--- src/rtl/hsport_pkg.sv ---
package hsport_pkg;
    localparam int PIN_N  = 18;
    localparam int LO_N   = 8;
    localparam int WIDE_N = 16;
    localparam int HI_N   = PIN_N - LO_N;
    localparam int CNT_W  = 8;
    localparam int ADDR_W = 3;
    localparam int EVT_W  = 4;

    localparam int EV_LO_TX = 0;
    localparam int EV_LO_RX = 1;
    localparam int EV_HI_TX = 2;
    localparam int EV_HI_RX = 3;

    typedef enum logic [1:0] {
        MODE_GPIO  = 2'd0,
        MODE_LEVEL = 2'd1,
        MODE_EDGE  = 2'd2,
        MODE_FLOW  = 2'd3
    } mode_e;

    typedef enum logic [ADDR_W-1:0] {
        A_CFG  = 3'd0,
        A_DIR  = 3'd1,
        A_DATA = 3'd2,
        A_ODR  = 3'd3,
        A_TIM  = 3'd4,
        A_EVT  = 3'd5,
        A_MASK = 3'd6
    } addr_e;

    typedef struct packed {
        logic  hi_tx;
        logic  lo_tx;
        logic  wide;
        mode_e hi_mode;
        mode_e lo_mode;
    } cfg_t;

    localparam int CFG_W = $bits(cfg_t);

    function automatic logic [PIN_N-1:0] lo_span(input logic wide);
        logic [PIN_N-1:0] m;
        m = '0;
        for (int i = 0; i < PIN_N; i++)
            if (i < (wide ? WIDE_N : LO_N)) m[i] = 1'b1;
        return m;
    endfunction

    function automatic logic [PIN_N-1:0] hi_span();
        logic [PIN_N-1:0] m;
        m = '0;
        for (int i = LO_N; i < PIN_N; i++) m[i] = 1'b1;
        return m;
    endfunction
endpackage

--- src/rtl/hsport_sync.sv ---
module hsport_sync #(
    parameter int STAGES = 2
) (
    input  logic clk,
    input  logic rst,
    input  logic d,
    output logic q
);
    logic [STAGES-1:0] chain;

    always_ff @(posedge clk) begin
        if (rst) chain <= '0;
        else     chain <= {chain[STAGES-2:0], d};
    end

    assign q = chain[STAGES-1];
endmodule

--- src/rtl/hsport_engine.sv ---
module hsport_engine
    import hsport_pkg::*;
#(
    parameter int W  = 8,
    parameter int CW = 8
) (
    input  logic          clk,
    input  logic          rst,
    input  mode_e         mode,
    input  logic          tx,
    input  logic [CW-1:0] setup_len,
    input  logic [CW-1:0] pulse_len,
    input  logic          start,
    input  logic [W-1:0]  wdata,
    input  logic [W-1:0]  pin_data,
    input  logic          ctl_in,
    output logic          ctl_out,
    output logic [W-1:0]  dout,
    output logic [W-1:0]  rx_data,
    output logic          tx_done,
    output logic          rx_done
);
    typedef enum logic [2:0] {
        ST_IDLE, ST_SETUP, ST_STRB, ST_RELEASE, ST_RX_ACK, ST_RX_HOLD
    } st_e;

    st_e           state;
    logic [CW-1:0] cnt;
    logic          peer;
    logic          peer_d;
    logic          peer_rise;

    hsport_sync #(.STAGES(2)) u_sync (
        .clk (clk),
        .rst (rst),
        .d   (ctl_in),
        .q   (peer)
    );

    assign peer_rise = peer & ~peer_d;

    always_ff @(posedge clk) begin
        if (rst) begin
            state   <= ST_IDLE;
            cnt     <= '0;
            ctl_out <= 1'b0;
            dout    <= '0;
            rx_data <= '0;
            peer_d  <= 1'b0;
        end else begin
            peer_d <= peer;
            if (mode == MODE_GPIO) begin
                state   <= ST_IDLE;
                ctl_out <= 1'b0;
            end else begin
                case (state)
                    ST_IDLE: begin
                        if (tx) begin
                            if (start) begin
                                dout <= wdata;
                                if (mode != MODE_FLOW) begin
                                    cnt   <= setup_len;
                                    state <= ST_SETUP;
                                end
                            end
                        end else if (mode == MODE_FLOW) begin
                            rx_data <= pin_data;
                        end else if (mode == MODE_EDGE && peer_rise) begin
                            rx_data <= pin_data;
                            ctl_out <= 1'b1;
                            cnt     <= pulse_len;
                            state   <= ST_RX_ACK;
                        end else if (mode == MODE_LEVEL && peer) begin
                            rx_data <= pin_data;
                            ctl_out <= 1'b1;
                            state   <= ST_RX_HOLD;
                        end
                    end
                    ST_SETUP: begin
                        if (cnt == '0) begin
                            ctl_out <= 1'b1;
                            cnt     <= pulse_len;
                            state   <= ST_STRB;
                        end else begin
                            cnt <= cnt - 1'b1;
                        end
                    end
                    ST_STRB: begin
                        if (mode == MODE_LEVEL) begin
                            if (peer) begin
                                ctl_out <= 1'b0;
                                state   <= ST_RELEASE;
                            end
                        end else if (cnt == '0) begin
                            ctl_out <= 1'b0;
                            state   <= ST_IDLE;
                        end else begin
                            cnt <= cnt - 1'b1;
                        end
                    end
                    ST_RELEASE: begin
                        if (!peer) state <= ST_IDLE;
                    end
                    ST_RX_ACK: begin
                        if (cnt == '0) begin
                            ctl_out <= 1'b0;
                            state   <= ST_IDLE;
                        end else begin
                            cnt <= cnt - 1'b1;
                        end
                    end
                    ST_RX_HOLD: begin
                        if (!peer) begin
                            ctl_out <= 1'b0;
                            state   <= ST_IDLE;
                        end
                    end
                    default: state <= ST_IDLE;
                endcase
            end
        end
    end

    always_comb begin
        tx_done = 1'b0;
        rx_done = 1'b0;
        if (mode != MODE_GPIO) begin
            case (state)
                ST_IDLE: begin
                    tx_done = tx & start & (mode == MODE_FLOW);
                    rx_done = ~tx & (((mode == MODE_EDGE) & peer_rise) |
                                     ((mode == MODE_LEVEL) & peer));
                end
                ST_STRB:    tx_done = (mode == MODE_EDGE) & (cnt == '0);
                ST_RELEASE: tx_done = ~peer;
                default: ;
            endcase
        end
    end
endmodule

--- src/rtl/hsport_pinmux.sv ---
module hsport_pinmux #(
    parameter int N = 18
) (
    input  logic [N-1:0] own0,
    input  logic [N-1:0] own1,
    input  logic [N-1:0] dout0,
    input  logic [N-1:0] dout1,
    input  logic [N-1:0] gpio,
    input  logic [N-1:0] dir,
    input  logic [N-1:0] od,
    output logic [N-1:0] pin_out,
    output logic [N-1:0] pin_oe
);
    for (genvar g = 0; g < N; g++) begin : g_pin
        logic raw;
        assign raw        = own0[g] ? dout0[g] : (own1[g] ? dout1[g] : gpio[g]);
        assign pin_out[g] = raw & ~od[g];
        assign pin_oe[g]  = dir[g] & ~(od[g] & raw);
    end
endmodule

--- src/rtl/hsport_top.sv ---
module hsport_top
    import hsport_pkg::*;
(
    input  logic              clk,
    input  logic              rst,
    input  logic [ADDR_W-1:0] reg_addr,
    input  logic              reg_we,
    input  logic [PIN_N-1:0]  reg_wdata,
    output logic [PIN_N-1:0]  reg_rdata,
    input  logic [PIN_N-1:0]  pin_in,
    output logic [PIN_N-1:0]  pin_out,
    output logic [PIN_N-1:0]  pin_oe,
    input  logic [1:0]        ctl_in,
    output logic [1:0]        ctl_out,
    output logic              irq
);
    cfg_t             cfg_q;
    logic [PIN_N-1:0] dir_q, od_q, gpio_q, pin_q;
    logic [CNT_W-1:0] setup_q, pulse_q;
    logic [EVT_W-1:0] evt_q, mask_q, evt_set, evt_clr;

    mode_e            hi_mode_eff;
    logic [PIN_N-1:0] own0, own1, rx0, rx1;
    logic [PIN_N-1:0] dout0_w, dout1_w, rxd0_w, rxd1_w, data_rd;
    logic [WIDE_N-1:0] dout0, rxd0;
    logic [HI_N-1:0]   dout1, rxd1;
    logic             start;
    logic             txd0, rxe0, txd1, rxe1;

    assign start       = reg_we && (reg_addr == A_DATA);
    assign hi_mode_eff = cfg_q.wide ? MODE_GPIO : cfg_q.hi_mode;

    hsport_engine #(.W(WIDE_N), .CW(CNT_W)) u_eng_lo (
        .clk       (clk),
        .rst       (rst),
        .mode      (cfg_q.lo_mode),
        .tx        (cfg_q.lo_tx),
        .setup_len (setup_q),
        .pulse_len (pulse_q),
        .start     (start),
        .wdata     (reg_wdata[WIDE_N-1:0]),
        .pin_data  (pin_in[WIDE_N-1:0]),
        .ctl_in    (ctl_in[0]),
        .ctl_out   (ctl_out[0]),
        .dout      (dout0),
        .rx_data   (rxd0),
        .tx_done   (txd0),
        .rx_done   (rxe0)
    );

    hsport_engine #(.W(HI_N), .CW(CNT_W)) u_eng_hi (
        .clk       (clk),
        .rst       (rst),
        .mode      (hi_mode_eff),
        .tx        (cfg_q.hi_tx),
        .setup_len (setup_q),
        .pulse_len (pulse_q),
        .start     (start),
        .wdata     (reg_wdata[PIN_N-1:LO_N]),
        .pin_data  (pin_in[PIN_N-1:LO_N]),
        .ctl_in    (ctl_in[1]),
        .ctl_out   (ctl_out[1]),
        .dout      (dout1),
        .rx_data   (rxd1),
        .tx_done   (txd1),
        .rx_done   (rxe1)
    );

    assign own0    = (cfg_q.lo_mode != MODE_GPIO) ? lo_span(cfg_q.wide) : '0;
    assign own1    = (hi_mode_eff != MODE_GPIO) ? hi_span() : '0;
    assign rx0     = own0 & {PIN_N{~cfg_q.lo_tx}};
    assign rx1     = own1 & {PIN_N{~cfg_q.hi_tx}};
    assign dout0_w = {{(PIN_N-WIDE_N){1'b0}}, dout0};
    assign rxd0_w  = {{(PIN_N-WIDE_N){1'b0}}, rxd0};
    assign dout1_w = {dout1, {LO_N{1'b0}}};
    assign rxd1_w  = {rxd1, {LO_N{1'b0}}};
    assign data_rd = (rx0 & rxd0_w) | (rx1 & rxd1_w) | (~(rx0 | rx1) & pin_q);

    hsport_pinmux #(.N(PIN_N)) u_pinmux (
        .own0    (own0),
        .own1    (own1),
        .dout0   (dout0_w),
        .dout1   (dout1_w),
        .gpio    (gpio_q),
        .dir     (dir_q),
        .od      (od_q),
        .pin_out (pin_out),
        .pin_oe  (pin_oe)
    );

    always_comb begin
        evt_set           = '0;
        evt_set[EV_LO_TX] = txd0;
        evt_set[EV_LO_RX] = rxe0;
        evt_set[EV_HI_TX] = txd1;
        evt_set[EV_HI_RX] = rxe1;
        evt_clr = (reg_we && reg_addr == A_EVT) ? reg_wdata[EVT_W-1:0] : '0;
    end

    always_ff @(posedge clk) begin
        if (rst) begin
            cfg_q   <= '0;
            dir_q   <= '0;
            od_q    <= '0;
            gpio_q  <= '0;
            pin_q   <= '0;
            setup_q <= '0;
            pulse_q <= '0;
            evt_q   <= '0;
            mask_q  <= '0;
        end else begin
            pin_q <= pin_in;
            evt_q <= (evt_q & ~evt_clr) | evt_set;
            if (reg_we) begin
                case (reg_addr)
                    A_CFG:  cfg_q  <= cfg_t'(reg_wdata[CFG_W-1:0]);
                    A_DIR:  dir_q  <= reg_wdata;
                    A_DATA: gpio_q <= reg_wdata;
                    A_ODR:  od_q   <= reg_wdata;
                    A_TIM: begin
                        setup_q <= reg_wdata[CNT_W-1:0];
                        pulse_q <= reg_wdata[2*CNT_W-1:CNT_W];
                    end
                    A_MASK: mask_q <= reg_wdata[EVT_W-1:0];
                    default: ;
                endcase
            end
        end
    end

    always_comb begin
        case (reg_addr)
            A_CFG:   reg_rdata = {{(PIN_N-CFG_W){1'b0}}, cfg_q};
            A_DIR:   reg_rdata = dir_q;
            A_DATA:  reg_rdata = data_rd;
            A_ODR:   reg_rdata = od_q;
            A_TIM:   reg_rdata = {{(PIN_N-2*CNT_W){1'b0}}, pulse_q, setup_q};
            A_EVT:   reg_rdata = {{(PIN_N-EVT_W){1'b0}}, evt_q};
            A_MASK:  reg_rdata = {{(PIN_N-EVT_W){1'b0}}, mask_q};
            default: reg_rdata = '0;
        endcase
    end

    assign irq = |(evt_q & mask_q);
endmodule

--- config.mk ---
export PLATFORM = sky130hd
export DESIGN_NAME = hsport_top
export DESIGN_NICKNAME = d
export VERILOG_FILES = /design/src/rtl/hsport_pkg.sv /design/src/rtl/hsport_sync.sv /design/src/rtl/hsport_engine.sv /design/src/rtl/hsport_pinmux.sv /design/src/rtl/hsport_top.sv
export SDC_FILE = /design/constraint.sdc
export NUM_CORES = 1
export LEC_CHECK = 0
export BUFFER_PORTS_ARGS = -buffer_cell sky130_fd_sc_hd__buf_2
export CORE_AREA = 4 4 111 155
export CTS_BUF_LIST = sky130_fd_sc_hd__clkbuf_8 sky130_fd_sc_hd__clkbuf_16
export DETAILED_ROUTE_END_ITERATION = 16
export DIE_AREA = 0 0 115 159
export GPL_TIMING_DRIVEN = 1
export PLACE_DENSITY = 0.9
export SKIP_CTS_REPAIR_TIMING = 1
export SLEW_MARGIN = 20
export SYNTH_ARGS = -nofsm -noshare
export SYNTH_HDL_FRONTEND = slang
export SYNTH_SLANG_ARGS = --single-unit
export TNS_END_PERCENT = 20
--- constraint.sdc ---
create_clock -name clk -period 2.9 [get_ports clk]
set_clock_uncertainty 0.2 [all_clocks]
set_input_delay 0.58 -clock clk [delete_from_list [all_inputs] [get_ports clk]]
set_output_delay 0.58 -clock clk [all_outputs]
set_load 0.01 [all_outputs]
==> impl_results.md, run 1 <==
- Status: finished, violations left
- Failing checks: setup timing
- Sequential-to-total area share from yosys stat: 0.403
- Async set or reset register ratio after synthesis: 0
- Die area: 18300 µm²
- Longest Clk Path Bufs: 2
- WL met1: 10200 µm
- EDFF count, synth: 0
- Post-synth top area share: 0.403
- Crit-path max FO: 4
- CP Buf/Inv Count: 1
- CTS sink cnt: 185
- Max Clock Freq: around 340 MHz
- Mapped Avg Cell Area: 8.12 µm²
- Synth warn: 0
- Root buf cell: clkbuf_16
- Cell taking the most area after synthesis: dfxtp_1
- Vias per std cell: around 6.5
- Vias in the first global route: 8900
- Non-Filler Instances: 1422
- Antenna Nets Post-Route: 0
- Synth top cells by count: 229 x nand2_1, 185 x dfxtp_1, 132 x a21oi_1
- DR DRC count: 0
- Global-route wire length before repair: 46600 µm
- Worst skew pair latency: 0.44 ns
- Fin. Hold Viols: 0
- DRT Pass-1 Iters: 9
- DR WL/cell: between 20 and 25 µm
- Final period utilization: 1.01
- Detailed placement HPWL: 20300 µm
- CTS tree: done
- Setup Viol. Count Final: 3
- Clock transition at path regs: approximately 0.07 ns
- Cell Chain, Critical Path: o21ba_2 -> mux2_2 -> a222oi_1 -> o21ai_2 -> buf_2
- Total routed wirelength: 29600 µm
- Max VDD drop: 0.425 mV
- Die H: 159 µm
- Core Area: 15700 µm²
- DR WL met2: 14500 µm
- Crit path largest cell delay: 0.41 ns
- Gate Count Post-Synth: 1131
- Nets: approximately 1.3k
- Total gr overflow: 0
- Crit Path Category: reg2out
- RSZ-0062 raised after global routing: true
- Diodes inserted: 0
- Cell Area, Placed: slightly below 10000 µm²
- Count of final max-slew check failures: 0
- Netlist Area Pre-Place: 9190 µm²
- Gpl congestion: between 1 and 1.5
- Required @ worst endpoint: 2.12 ns
- DR iter-0 viols: 1086
- Via Count: 9261
- Wire length on met3: 2840 µm
- CP max stage cell: a222oi_1
- Fin crit period: 2.92 ns
- Primary FF master, synth: dfxtp_1
- CTS H-tree lvls: 4
- Slew of the pin with the lowest slew margin: 0.803 ns
- Post-Synthesis Net Count: 1179
- Initial core utilization: 0.586
- Post-synth cell types: 81
- Leakage: 0.00428 µW
- CP Capture Type: output pin
- Final instance area: 10600 µm²
- Power Density: 506 nW/µm²
- Multi-input gate area: about 5000 µm²
- Num CTS Buffers: 17
- Row Count: 54
- Largest net degree at the start of global routing: 80
- Largest delay share family, worst path: compound AO/OA/AOI/OAI gates
- Yosys reg bits: 185
- CP arrival: 2.14 ns
- Slew HR: 0.463
- FF+latch area: 3710 µm²
- Setup TNS: -0.0409 ns
- Fillcell total: 1180
- Area Growth Syn to Fin: 15.0%
- Fin worst setup slack: -0.0175 ns
- Worst min path class: in2reg
- Synth area leaders: dfxtp_1 40%, nand2_1 9.4%, mux2i_1 8.1%
- Layout cells sized above 1: 0.189
- Max-Cap Viols: 0
- Top routing layer in use: met4
- Die width: 115 µm
- CP Launch Type: flip-flop
- GRT Total Usage: 0.319
- Ports: 101
- Cell with the most instances after synthesis: nand2_1
- Placed Cells: 1388
- Initial antenna violation count: 1
- Dpl ws: 0.228 ns
- Port Buffers: 100
==> worst paths after layout <==
kind / startpoint / endpoint / slack [ns] / cells after the start
worst max-delay path: cfg_q[5] / reg_rdata[6] / -0.02 / 5
worst min-delay path: ctl_in[0] / u_eng_lo.u_sync.chain[0] / 0.16 / 2
worst max register to register: cfg_q[3] / u_eng_hi.cnt[6] / 0.22 / 6
worst min register to register: u_eng_hi.u_sync.chain[0] / u_eng_hi.u_sync.chain[1] / 0.25 / 1
==> routing by layer <==
metal,vias to the layer above,track usage
li1,4124,-
met1,4295,0.367
met2,670,0.530
met3,172,0.0726
met4,0,0.192
met5,-,0
==> layout by cell type, fill, tap and decap left out, types with 7 or more instances in the layout <==
cell type	instances
nand2_1	229
dfxtp_1	182
a21oi_1	128
nor2_1	101
buf_2	99
mux2i_1	73
nor2b_1	43
buf_4	38
inv_1	31
mux2_2	19
clkbuf_16	17
a222oi_1	14
o21ai_1	13
o21ai_0	13
a22o_1	12
a22oi_1	11
o32ai_1	11
o21a_1	10
nor3_1	9
nand3_1	9
a21boi_0	8
and3_1	7
clkinv_8	7
==> report_power, final <==
| part | internal [µW] | switching [µW] | leakage [µW] | total, µW |
|---|---|---|---|---|
| Clock | 1160 | 1160 | 0.000294 | 2320 |
| Sequential | 2580 | 37.6 | 0.00150 | 2620 |
| Combinational | 144 | 257 | 0.00249 | 401 |
==> layout make-up <==
class,count,share of cell area
Clock inverter,15,0.0173
Sequential cell,185,0.351
Tap cell,196,0.0232
Clock buffer,17,0.0403
Timing Repair Buffer,141,0.0790
Multi-Input combinational cell,837,0.478
Inverter,31,0.0110
==> through the flow <==
| stage | power [µW] | utilization | hold WS, ns |
|---|---|---|---|
| CTS | 5320 | 0.669 | 0.155 |
| global placement | 3040 | 0.630 | 0.215 |
| floorplan | 2890 | - | 0.214 |
| global route | 5510 | 0.674 | 0.167 |
| finish | 5340 | 0.674 | 0.162 |
| detailed placement | 3050 | 0.630 | 0.235 |
==> cell families (layout without fill, tap and decap cells) <==
logic type,count (synthesis),in the layout,share of synthesized area
DFF,185,185,0.403
AOI/OAI and AO/OA,277,278,0.195
adders and majority gates,5,5,0.00654
buffers and inverters,110,204,0.0548
and+or+nand+nor,454,454,0.225
xor gates and xnor gates,2,2,0.00191
muxes,98,98,0.114
==> flip-flops by register name, summed over array words and instances, names as in the netlist, 10 cells and up <==
| signal | count |
|---|---|
| u_eng_lo.dout | 16 |
| gpio_q | 18 |
| dir_q | 18 |
| od_q | 18 |
| pin_q | 18 |
| u_eng_lo.rx_data | 16 |
| u_eng_hi.dout | 10 |
| u_eng_hi.rx_data | 10 |
Note: power is estimated with default switching activity, not from simulation.
==> run 2, diff against run 1 <==
Settings changed: CELL_PAD_IN_SITES_DETAIL_PLACEMENT from default to 0, CELL_PAD_IN_SITES_GLOBAL_PLACEMENT from default to 1, CORE_AREA 4 4 111 155 to 4 4 128 178, DIE_AREA 0 0 115 159 to 0 0 132 182.
==> impl_results.md, run 2 (synthesized netlist as in run 1, its figures left out) <==
- Flop-to-flop setup slack: roughly 0.40 ns
- Vias in the first global route: 8312
- Slew of the pin with the lowest slew margin: just over 0.8 ns
- Layout cells sized above 1: 0.184
- Placed Cells: about 1.5k
- Slew HR: 0.453
- Fin. Hold Viols: 0
- Area Growth Syn to Fin: 15.3%
- Crit-path max FO: 8
- Total routed wirelength: 29500 µm
- Ports: slightly above 100
- Crit Path Category: reg2out
- Leakage: between 0.004 and 0.005 µW
- CP Launch Type: flip-flop
- Psw: 1340 µW
- Worst reg2reg startpoint: u_eng_hi.cnt[0]
- Detailed placement HPWL: around 22000 µm
- Worst skew pair latency: 0.45 ns
- Core Area: 21200 µm²
- Total gr overflow: 0
- Total Power: ~5300 µW
- CP arrival: 2.14 ns
- Num CTS Buffers: 17
- Fin crit period: 2.92 ns
- Setup TNS: -0.0318 ns
- CTS sink cnt: 185
- Fin worst setup slack: -0.0206 ns
- Reg2Reg Depth: 6
- Setup Viol. Count Final: 2
- Clock share of power: 0.432
- Hold Path Origin: ctl_in[0]
- Sw Ratio: 0.253
- DRT Pass-1 Iters: 6
- DR DRC count: 0
- Non-Filler Instances: between 1k and 1.5k
- Hold path endpoint: u_eng_lo.u_sync.chain[0]
- Max VDD drop: 0.394 mV
- Final period utilization: 1.01
- Min-Delay Path Depth: 2
- GRT Total Usage: 0.244
- Die H: 182 µm
- CTS H-tree lvls: 4
- Dpl ws: 0.0973 ns
- Failing checks: setup timing
- RSZ-0062 raised after global routing: true
- Pint: 3960 µW
- CTS tree: done
- Via Count: 8705
- Max-Cap Viols: 0
- Combinational group share of total power: 0.073
- Initial antenna violation count: 1
- Power Density: around 500 nW/µm²
- RR Endpoint: u_eng_hi.cnt[6]
- Longest Clk Path Bufs: 2
- Status: finished, violations left
- Root buf cell: clkbuf_16
- DR iter-0 viols: roughly 750
- Max Clock Freq: between 300 and 400 MHz
- Die area: 24000 µm²
- Clock transition at path regs: 0.07 ns
- Count of final max-slew check failures: 0
- Hold WS: roughly 0.14 ns
- Global-route wire length before repair: roughly 46000 µm
- DR WL/cell: 19.8 µm
- Required @ worst endpoint: 2.12 ns
- Port Buffers: 100
- Worst min path class: in2reg
- Vias per std cell: 5.85
- CP Capture Type: output pin
- Antenna Nets Post-Route: 0
- Diodes inserted: 0
- Most common cell after layout, fill and taps aside: nand2_1
- Die width: roughly 130 µm
- Nets: 1264
- Row Count: 63
- Most frequent cells in the layout: 229 x nand2_1, 184 x dfxtp_1, 132 x a21oi_1
- Initial core utilization: 0.433
- Gpl congestion: 0.953
- Reg power frac: 0.494
- Largest net degree at the start of global routing: 74
-- run 2: cell count changes in the layout (fill, tap and decap cells not counted), moves of 2 or more --
cell        previous run  this run
buf_4                 38        44
a21oi_1              128       132
dfxtp_2                3         1
clkinv_2               1         4
clkinvlp_4             0         3
clkinv_8               7         0
a21oi_2                5         1
dfxtp_1              182       184
clkbuf_8               0         2
-- run 2: how the worst max path moves through the flow --
stage / from / end / cells past startpoint
floorplan: cfg_q[5] / reg_rdata[3] / 7
global placement: reg_addr[1] / reg_rdata[15] / 6
detailed placement: reg_addr[1] / reg_rdata[15] / 6
CTS: cfg_q[5] / reg_rdata[3] / 6
global route: cfg_q[5] / reg_rdata[1] / 5
finish: cfg_q[5] / reg_rdata[3] / 6
-- run 2: stage by stage --
stage	area, µm²	utilization
floorplan	9190	-
global placement	9970	0.470
detailed placement	9970	0.470
CTS	10500	0.497
global route	10600	0.499
finish	10600	0.499
-- run 2: metal layers --
metal  GRT usage  vias up  routed length [µm]
li1            -     4132                   -
met1       0.285     4130               11500
met2       0.414      351               14700
met3      0.0413       90                1670
met4       0.150        2                1700
met5           0        -                   9
-- run 2: area by class of cell --
cell class,instances,area [µm²]
sequential,185,3700
tap,260,325
clock inverter,13,119
fill,2021,10600
inverter,31,116
clock buffer,19,453
timing repair buffer,145,848
multi-input combinational,836,5020
-- run 2: power groups by stage --
stage | clock, µW | combinational, µW | sequential (µW)
detailed placement | 0 | 380 | 2680
CTS | 2320 | 382 | 2620
global route | 2410 | 421 | 2620
finish | 2290 | 388 | 2620
floorplan | 0 | 227 | 2660
global placement | 0 | 377 | 2680
-- run 2: worst max-delay path, stage by stage, from the launching register on --
cell and delay [ns]:
dfxtp_1 0.31, o21ba_4 0.31, mux2_4 0.33, mux4_2 0.47, nor2_2 0.08, a21oi_1 0.05
buf_2 0.15
